[src/rtl/ffsp_pkg.sv]
package ffsp_pkg;
  // bit positions inside stat_flags
  localparam int FLG_TXE = 0;
  localparam int FLG_RXF = 1;
  localparam int NUM_FLG = 2;
endpackage

[src/rtl/ffsp_edge.sv]
module ffsp_edge (
  input  logic clk,
  input  logic rst_n,
  input  logic sclk_in,
  output logic rise,
  output logic fall
);
  logic sclk_q;

  always_ff @(posedge clk or negedge rst_n) begin
    if (!rst_n) sclk_q <= 1'b0;
    else        sclk_q <= sclk_in;
  end

  assign rise = sclk_in & ~sclk_q;
  assign fall = ~sclk_in & sclk_q;
endmodule

[src/rtl/ffsp_tx.sv]
module ffsp_tx #(
  parameter int DATA_W = 8
) (
  input  logic              clk,
  input  logic              rst_n,
  input  logic              en,
  input  logic              rise,
  input  logic              stop_hi,
  input  logic              wr_valid,
  output logic              wr_ready,
  input  logic [DATA_W-1:0] wr_data,
  output logic              oe,
  output logic              busy,
  output logic [$clog2(DATA_W+2)-1:0] pos,
  output logic              load
);
  localparam int POS_W = $clog2(DATA_W + 2);
  localparam logic [POS_W-1:0] LAST = POS_W'(DATA_W + 1);

  logic [DATA_W-1:0] swz, buf_q, sh_q;
  logic              buf_full_q, busy_q, line_bit;
  logic [POS_W-1:0]  pos_q;

  // bit-swapped view: the shifter then emits from bit 0
  for (genvar i = 0; i < DATA_W; i++) begin : g_swz
    assign swz[i] = wr_data[DATA_W-1-i];
  end

  assign wr_ready = ~buf_full_q;
  assign load     = en & rise & buf_full_q & (~busy_q | (pos_q == LAST));

  always_ff @(posedge clk or negedge rst_n) begin
    if (!rst_n) begin
      buf_q      <= '0;
      buf_full_q <= 1'b0;
    end else if (load) begin
      buf_full_q <= 1'b0;
    end else if (wr_valid && !buf_full_q) begin
      buf_q      <= swz;
      buf_full_q <= 1'b1;
    end
  end

  always_ff @(posedge clk or negedge rst_n) begin
    if (!rst_n) begin
      busy_q <= 1'b0;
      pos_q  <= '0;
      sh_q   <= '0;
    end else if (!en) begin
      busy_q <= 1'b0;
      pos_q  <= '0;
    end else if (rise) begin
      if (load) begin
        sh_q   <= buf_q;
        pos_q  <= '0;
        busy_q <= 1'b1;
      end else if (busy_q) begin
        if (pos_q == LAST) begin
          busy_q <= 1'b0;
          pos_q  <= '0;
        end else begin
          pos_q <= pos_q + 1'b1;
          if (pos_q != '0) sh_q <= sh_q >> 1;
        end
      end
    end
  end

  always_comb begin
    line_bit = 1'b1;
    if (busy_q) begin
      if (pos_q == '0)       line_bit = 1'b0;
      else if (pos_q == LAST) line_bit = stop_hi;
      else                    line_bit = sh_q[0];
    end
  end

  assign oe   = en & busy_q & ~line_bit;
  assign busy = busy_q;
  assign pos  = pos_q;
endmodule

[src/rtl/ffsp_rx.sv]
module ffsp_rx #(
  parameter int DATA_W = 8
) (
  input  logic              clk,
  input  logic              rst_n,
  input  logic              fall,
  input  logic              sda_in,
  input  logic              frame_busy,
  input  logic [$clog2(DATA_W+2)-1:0] pos,
  input  logic              expect_hi,
  input  logic              rd_ready,
  input  logic              clr_full,
  input  logic              clr_err,
  output logic [DATA_W-1:0] rd_data,
  output logic              full,
  output logic              err,
  output logic              done
);
  localparam int POS_W = $clog2(DATA_W + 2);
  localparam logic [POS_W-1:0] LAST = POS_W'(DATA_W + 1);

  logic [DATA_W-1:0] sh_q, rd_q;
  logic              full_q, err_q, sample;

  assign sample = fall & frame_busy & (pos != '0);
  assign done   = sample & (pos == LAST);

  always_ff @(posedge clk or negedge rst_n) begin
    if (!rst_n) begin
      sh_q <= '0;
      rd_q <= '0;
    end else if (done) begin
      rd_q <= sh_q;
    end else if (sample) begin
      sh_q <= {sh_q[DATA_W-2:0], sda_in};
    end
  end

  always_ff @(posedge clk or negedge rst_n) begin
    if (!rst_n)                         full_q <= 1'b0;
    else if (done)                      full_q <= 1'b1;
    else if ((full_q && rd_ready) || clr_full) full_q <= 1'b0;
  end

  always_ff @(posedge clk or negedge rst_n) begin
    if (!rst_n)                             err_q <= 1'b0;
    else if (done && (sda_in != expect_hi)) err_q <= 1'b1;
    else if (clr_err)                       err_q <= 1'b0;
  end

  assign rd_data = rd_q;
  assign full    = full_q;
  assign err     = err_q;
endmodule

[src/rtl/ffsp_shifter_pair.sv]
module ffsp_shifter_pair
  import ffsp_pkg::*;
#(
  parameter int DATA_W = 8
) (
  input  logic               clk,
  input  logic               rst_n,
  input  logic               sclk_in,
  input  logic               sda_in,
  output logic               sda_oe,
  input  logic               tx_en,
  input  logic               tx_stop_hi,
  input  logic               rx_expect_hi,
  input  logic               tx_valid,
  output logic               tx_ready,
  input  logic [DATA_W-1:0]  tx_data,
  output logic               rx_valid,
  input  logic               rx_ready,
  output logic [DATA_W-1:0]  rx_data,
  output logic [NUM_FLG-1:0] stat_flags,
  input  logic [NUM_FLG-1:0] stat_clr,
  output logic               err_flag,
  input  logic               err_clr,
  input  logic [NUM_FLG-1:0] stat_ie,
  input  logic               err_ie,
  output logic               irq_stat,
  output logic               irq_err
);
  localparam int POS_W = $clog2(DATA_W + 2);

  logic             sh_rise, sh_fall, tx_load, tx_busy, rx_done, rx_full;
  logic             en_q, en_rise, txe_q;
  logic [POS_W-1:0] tx_pos;

  ffsp_edge u_edge (
    .clk(clk), .rst_n(rst_n), .sclk_in(sclk_in), .rise(sh_rise), .fall(sh_fall)
  );

  ffsp_tx #(.DATA_W(DATA_W)) u_tx (
    .clk(clk), .rst_n(rst_n), .en(tx_en), .rise(sh_rise), .stop_hi(tx_stop_hi),
    .wr_valid(tx_valid), .wr_ready(tx_ready), .wr_data(tx_data),
    .oe(sda_oe), .busy(tx_busy), .pos(tx_pos), .load(tx_load)
  );

  ffsp_rx #(.DATA_W(DATA_W)) u_rx (
    .clk(clk), .rst_n(rst_n), .fall(sh_fall), .sda_in(sda_in),
    .frame_busy(tx_busy), .pos(tx_pos), .expect_hi(rx_expect_hi),
    .rd_ready(rx_ready), .clr_full(stat_clr[FLG_RXF]), .clr_err(err_clr),
    .rd_data(rx_data), .full(rx_full), .err(err_flag), .done(rx_done)
  );

  assign en_rise = tx_en & ~en_q;

  always_ff @(posedge clk or negedge rst_n) begin
    if (!rst_n) begin
      en_q  <= 1'b0;
      txe_q <= 1'b0;
    end else begin
      en_q <= tx_en;
      if (tx_load || en_rise)                          txe_q <= 1'b1;
      else if (stat_clr[FLG_TXE] || (tx_valid && tx_ready)) txe_q <= 1'b0;
    end
  end

  assign rx_valid            = rx_full;
  assign stat_flags[FLG_TXE] = txe_q;
  assign stat_flags[FLG_RXF] = rx_full;
  assign irq_stat            = |(stat_flags & stat_ie);
  assign irq_err             = err_flag & err_ie;
endmodule

[config.mk]
export PLATFORM = sky130hd
export DESIGN_NAME = ffsp_shifter_pair
export DESIGN_NICKNAME = d
export VERILOG_FILES = /design/src/rtl/ffsp_pkg.sv /design/src/rtl/ffsp_edge.sv /design/src/rtl/ffsp_tx.sv /design/src/rtl/ffsp_rx.sv /design/src/rtl/ffsp_shifter_pair.sv
export SDC_FILE = /design/constraint.sdc
export NUM_CORES = 1
export LEC_CHECK = 0
export ABC_AREA = 0
export BUFFER_PORTS_ARGS = -buffer_cell sky130_fd_sc_hd__buf_2
export CAP_MARGIN = 20
export CELL_PAD_IN_SITES_DETAIL_PLACEMENT = 1
export CELL_PAD_IN_SITES_GLOBAL_PLACEMENT = 1
export CORE_MARGIN = 5
export CORE_UTILIZATION = 40
export DETAILED_ROUTE_END_ITERATION = 10
export PLACE_DENSITY_LB_ADDON = 0.08
export SLEW_MARGIN = 15
export SYNTH_ARGS = -nofsm -noshare
export SYNTH_HDL_FRONTEND = slang
export SYNTH_HIERARCHICAL = 1
export SYNTH_SLANG_ARGS = --single-unit
export TNS_END_PERCENT = 50
[constraint.sdc]
create_clock -name clk -period 4.1 [get_ports clk]
set_input_delay 0.205 -clock clk [delete_from_list [all_inputs] [get_ports clk]]
set_output_delay 0.205 -clock clk [all_outputs]
set_load 0.02 [all_outputs]
Word level (Yosys, flattened, before mapping)
Cells that the tools add are included.
{"block": "word_totals", "register_bits": 43, "in_bits": 23, "mem_count": 0, "latchBits": 0, "mem_bits_ro": 0, "ram_bits": 0}
{"block": "op_classes", "muxes": 25, "n_addsub": 1, "bitwise_logic": 22, "order_cmp": 0, "reduce_logical": 21, "eq_ne": 5, "mul": 0, "div_mod_pow": 0, "n_shift": 0}
{"cell": "$mux 8", "n": 4}
{"cell": "$mux 4", "n": 5}
{"cell": "$mux 1", "n": 16}
{"cell": "$and 1x1->1", "n": 12}
{"cell": "$reduce_bool 2->1", "n": 6}
{"cell": "$not 1->1", "n": 8}
{"cell": "$reduce_and 2->1", "n": 3}
{"cell": "$reduce_and 5->1", "n": 1}
{"cell": "$add 4x1->4 const B", "n": 1}
{"cell": "$eq 4x4->1 const B", "n": 1}
{"cell": "$logic_and 1x1->1", "n": 4}
{"cell": "$logic_not 4->1", "n": 1}
{"cell": "$reduce_bool 4->1", "n": 1}
{"cell": "$logic_or 1x1->1", "n": 3}
{"cell": "$ne 3x1->1 const B", "n": 1}
{"cell": "$and 2x2->2", "n": 1}
{"cell": "$ne 2x1->1 const B", "n": 1}
{"cell": "$ne 2x2->1 const B", "n": 1}
{"cell": "$reduce_or 2->1", "n": 1}
{"cell": "$logic_not 1->1", "n": 1}
{"cell": "$ne 1x1->1", "n": 1}
{"cell": "$or 1x1->1", "n": 1}

Depth between registers and ports, before layout
{"block": "depth", "ltp_word": 8, "mapped_depth": 6}

Modules after synthesis
The synthesis kept the hierarchy.
{"mod": "ffsp_tx", "area_per_inst_um2": 1102.3, "n_inst": 1, "cells_per_inst": 93}
{"mod": "ffsp_rx", "area_per_inst_um2": 742.0, "n_inst": 1, "cells_per_inst": 45}
{"mod": "ffsp_shifter_pair", "area_per_inst_um2": 103.8, "n_inst": 1, "cells_per_inst": 10}
{"mod": "ffsp_edge", "area_per_inst_um2": 40.0, "n_inst": 1, "cells_per_inst": 3}

Worst setup path after synthesis
No wires, ideal clock.
{"block": "synth_path", "path_kind": "register to register", "from": "register u_tx.pos_q[0], in the netlist u_tx/pos[0]", "to": "register u_tx.sh_q[0]", "t_arrival_ps": 1570, "path_slack_ps": 2404, "t_required_ps": 3974, "setup_ps": 126, "stages_incl_launch_ff": 6, "path_buffers": 0, "cell_sequence": "dfrtp_1 ha_1 nand3b_4 nand2_4 a211o_4 a221o_1"}
{"block": "synth_between", "elab_chain_cells": 5, "elab_cells_between_ends": 9, "classes_between": "eq/ne (2); mux (1); bitwise (2); reduce/logical (4)"}
{"item": "start, declared", "line_no": "ffsp_tx.sv:22", "rtl": "logic [POS_W-1:0] pos_q;"}
{"item": "start signal, assigned", "line_no": "ffsp_tx.sv:62", "rtl": "pos_q <= pos_q + 1'b1;"}
{"item": "$eq 4x4->1", "line_no": "ffsp_tx.sv:30, ffsp_tx.sv:58"}
{"item": "$or 1x1->1", "line_no": "ffsp_tx.sv:30", "rtl": "assign load = en & rise & buf_full_q & (~busy_q | (pos_q == LAST));"}
{"item": "$and 1x1->1", "line_no": "ffsp_tx.sv:30"}
{"item": "$ne 2x2->1 (no line) / $reduce_bool 2->1 (equally long branches)"}
{"item": "$reduce_and 5->1 (no line)"}
{"item": "end signal, assigned", "line_no": "ffsp_tx.sv:54", "rtl": "sh_q <= buf_q;"}
{"item": "end signal, assigned", "line_no": "ffsp_tx.sv:63", "rtl": "if (pos_q != '0) sh_q <= sh_q >> 1;"}
{"item": "end, declared", "line_no": "ffsp_tx.sv:20", "rtl": "logic [DATA_W-1:0] swz, buf_q, sh_q;"}
Parallel ways exist; a longest one is shown, timed or not.
A chain may end at the register's enable or synchronous reset.

Worst setup path in the final report
{"block": "layout_path", "from": "register u_tx.pos_q[0], in the netlist u_tx/pos[0]", "to": "output port sda_oe"}
{"block": "layout_between", "elab_chain_cells": 6, "elab_cells_between_ends": 7, "classes_between": "eq/ne (1); mux (3); bitwise (2); reduce/logical (1)"}
{"item": "$eq 4x4->1", "line_no": "ffsp_tx.sv:73", "rtl": "else if (pos_q == LAST) line_bit = stop_hi;"}
{"item": "$mux 1", "line_no": "ffsp_tx.sv:73"}
{"item": "$mux 1 *", "line_no": "ffsp_tx.sv:72", "rtl": "if (pos_q == '0) line_bit = 1'b0;"}
{"item": "$mux 1 *", "line_no": "ffsp_tx.sv:71", "rtl": "if (busy_q) begin"}
{"item": "$not 1->1 *", "line_no": "ffsp_tx.sv:78", "rtl": "assign oe = en & busy_q & ~line_bit;"}
{"item": "$and 1x1->1 *", "line_no": "ffsp_tx.sv:78"}
{"item": "end, declared", "line_no": "ffsp_shifter_pair.sv:10", "rtl": "output logic sda_oe,"}
Every way passes the cells marked *; elsewhere a longest branch is shown, timed or not.

==> reports/metrics.csv <==
metric,value,unit
clkTransAtPathRegs,80,ps
rows,25,
worstSetupEndpointType,output port,
intPower,0.733,mW
clockBufferDepth,2,
synth-edff-count,0,
rsz0062_at_grt,no,
die-area,6480,um2
pwr-share-clk,33.0,%
dp_cells,251,
yosysTopAreaCell,dfrtp_1,
grt_pass1_wl,7200,um
min_path_type,input pin to flip-flop,
gp_congestion,0.807,
fillers,516,
die_x,80.5,um
overflow,0,
critPathKind,flip-flop to output port,
cts_sinks,43,
antenna_cells,0,
synth_cell_type_count,40,
design_area,2360,um2
fmax,0.533,GHz
portBuffers,38,
syn_inst,151,
num_vias,1321,
swShare,23.8,%
clock_latency,300,ps
avgSynthCellArea,13.2,um2
seq_power_share,54.5,%
synth_top_area_share,54.1,%
peakVddDrop,0.247,mV
cts_resized,0,
finalCritPeriodShare,45.7,%
antenna_found_initial,0,
hold_slack,38.1,ps
hpwlAfterDp,3190,um
worst_pin_slew,701,ps
seqCellArea,1080,um2
fin_worst_skew,11.5,ps
boundaryPins,39,
worst-path-max-fanout,7,
required,3890,ps
ys.warnings.count,6,
fin_crit,1880,ps
outcome,finished clean,
slew_headroom,53.2,%
combPwrFrac,12.5,%
slew_viol_final,0,
rrSetupSlack,2240,ps
h-tree-depth,2,
cts_tree,yes,
chipHeight,80.5,um
post_drt_wl_per_cell,16.6,um
ys_ff_latch,43,
drt_iter0_drc,33,
ant_nets,0,
synth_area,1990,um2
total_switching_power,0.229,mW
multiInputGateArea,845,um2
routed_wl,4310,um
synth.yosys.seq_area_share,54.1,%
nNetsFinal,219,
grt_max_degree,44,
grt.total_usage,14.6,%
synth-main-ff-cell,dfrtp_1,
finalSetupViolCount,0,
critPathLaunchType,flip-flop,
first_pass_iters,4,
synth_nets,177,
initial_utilization,41.5,%
setup_tns,0,ps
stdcell_count,260,
synth.area.top_cells,"dfrtp_1 (54%), mux2_2 (9.1%), mux2_4 (6.0%)",
worstPathArrival,1670,ps
post-route-drc-count,0,
synthToLayoutAreaGrowth,18.8,%
root_buffer,clkbuf_8,
vias_per_cell,5.08,
core,4790,um2
p_leak,1.17,nW
grt_pass1_vias,1473,
async_flop_share,100,%
hold_viol,0,
power_density,407,nW/um2
placed_area,2230,um2
drv_cap,0,
drive_gt1_share,44.6,%
cts_buffers,5,
[through the flow]
step	utilization (%)	power, mW	setup slack, ps
5_1_grt	49.4	1.01	2110
3_3_place_gp	46.6	0.639	2330
3_5_place_dp	46.6	0.652	2260
4_1_cts	48.7	0.975	2200
6_report	49.4	0.961	2220
2_1_floorplan	-	0.602	2400
[worst max-delay path, stage by stage, from the launching register on]
cell and delay (ps):
dfrtp_1 470, inv_1 120, ha_1 180, nor2_1 40, o21ai_0 150, nand3_1 100, a21oi_1 140, buf_2 180
[timing repair]
action | 4_1_cts | 5_1_grt
endpoints found under the hold margin | 0 | 8
buffers inserted | 0 | 0
hold buffers | 0 | 1
[path summary, 6_finish.rpt]
check                                          startpoint                           to  cells after the start
worst max-delay path              u_tx/pos[0]$_DFFE_PN0P_                       sda_oe                      7
worst min-delay path                              sclk_in      u_edge/sclk_q$_DFF_PN0_                      1
worst max register to register    u_tx/pos[1]$_DFFE_PN0P_     u_tx/sh_q[2]$_DFFE_PN0P_                      6
worst min register to register  u_tx/buf_q[3]$_DFFE_PN0P_    u_tx/buf_q[3]$_DFFE_PN0P_                      1
max in group asynchronous                           rst_n  u_rx/rd_data[2]$_DFFE_PN0P_                      3
min in group asynchronous                           rst_n      u_tx/pos[3]$_DFFE_PN0P_                      2
[state kept, by name (all words and copies together), names as in the netlist]
signal           flops
en_q                 1
txe_q                1
u_edge/sclk_q        1
u_rx/err             1
u_rx/full            1
u_rx/rd_data         8
u_rx/sh_q            8
u_tx/buf_full_q      1
u_tx/buf_q           8
u_tx/busy            1
u_tx/pos             4
u_tx/sh_q            8
[metal layers]
metal | GRT usage, % | up-vias | share of wire (%)
li1 | - | 619 | -
met1 | 17.9 | 670 | 43
met2 | 24.5 | 26 | 52
met3 | 3.81 | 6 | 4.0
met4 | 5.07 | 0 | 1.4
met5 | 0 | - | 0
[area by class of cell]
class | count | share of cell area [%]
clock buffer | 6 | 3.07
clock inverter | 1 | 1.27
inverter | 7 | 1.17
multi-input combinational | 95 | 35.8
sequential | 43 | 45.6
tap | 67 | 3.55
timing repair buffer | 41 | 9.64
[cell usage in the layout (no fill, tap or decap), types with 5 or more instances in the layout]
cell type / Yosys / routed
a221o_1: 7 / 7
inv_1: 6 / 6
clkbuf_8: 0 / 5
buf_2: 2 / 38
mux2_2: 16 / 16
mux2_4: 8 / 8
dfrtp_1: 43 / 43
nor2b_1: 6 / 6
and2_2: 7 / 7
nor2_1: 5 / 5
[synth_stat cells (4+ instances only)]
| master | instances |
|---|---|
| dfrtp_1 | 43 |
| mux2_4 | 8 |
| inv_1 | 6 |
| a221o_1 | 7 |
| and2_2 | 7 |
| o21ai_0 | 4 |
| nand3_1 | 4 |
| nor2_1 | 5 |
| mux2_2 | 16 |
| nand2_1 | 4 |
| nor2b_1 | 6 |
[logic make-up (layout without fill, tap and decap cells)]
| kind of cell | after synthesis | count (layout) | share of synthesized area, % |
|---|---|---|---|
| flops | 43 | 43 | 54.1 |
| simple gates | 42 | 42 | 14.5 |
| compound gates | 24 | 24 | 10.1 |
| mux | 24 | 24 | 15.1 |
| buf+inv | 13 | 55 | 3.40 |
| fa+ha+maj | 3 | 3 | 1.89 |
| xor+xnor | 2 | 2 | 0.881 |
[power groups by stage]
stage | Clock [mW] | Sequential, mW | Combinational (mW)
after floorplan | 0 | 0.515 | 0.0869
after global placement | 0 | 0.528 | 0.112
after detailed placement | 0 | 0.532 | 0.120
after CTS | 0.329 | 0.525 | 0.121
after global routing | 0.345 | 0.533 | 0.134
final | 0.317 | 0.524 | 0.120
Power figures use the tool's default switching activity.
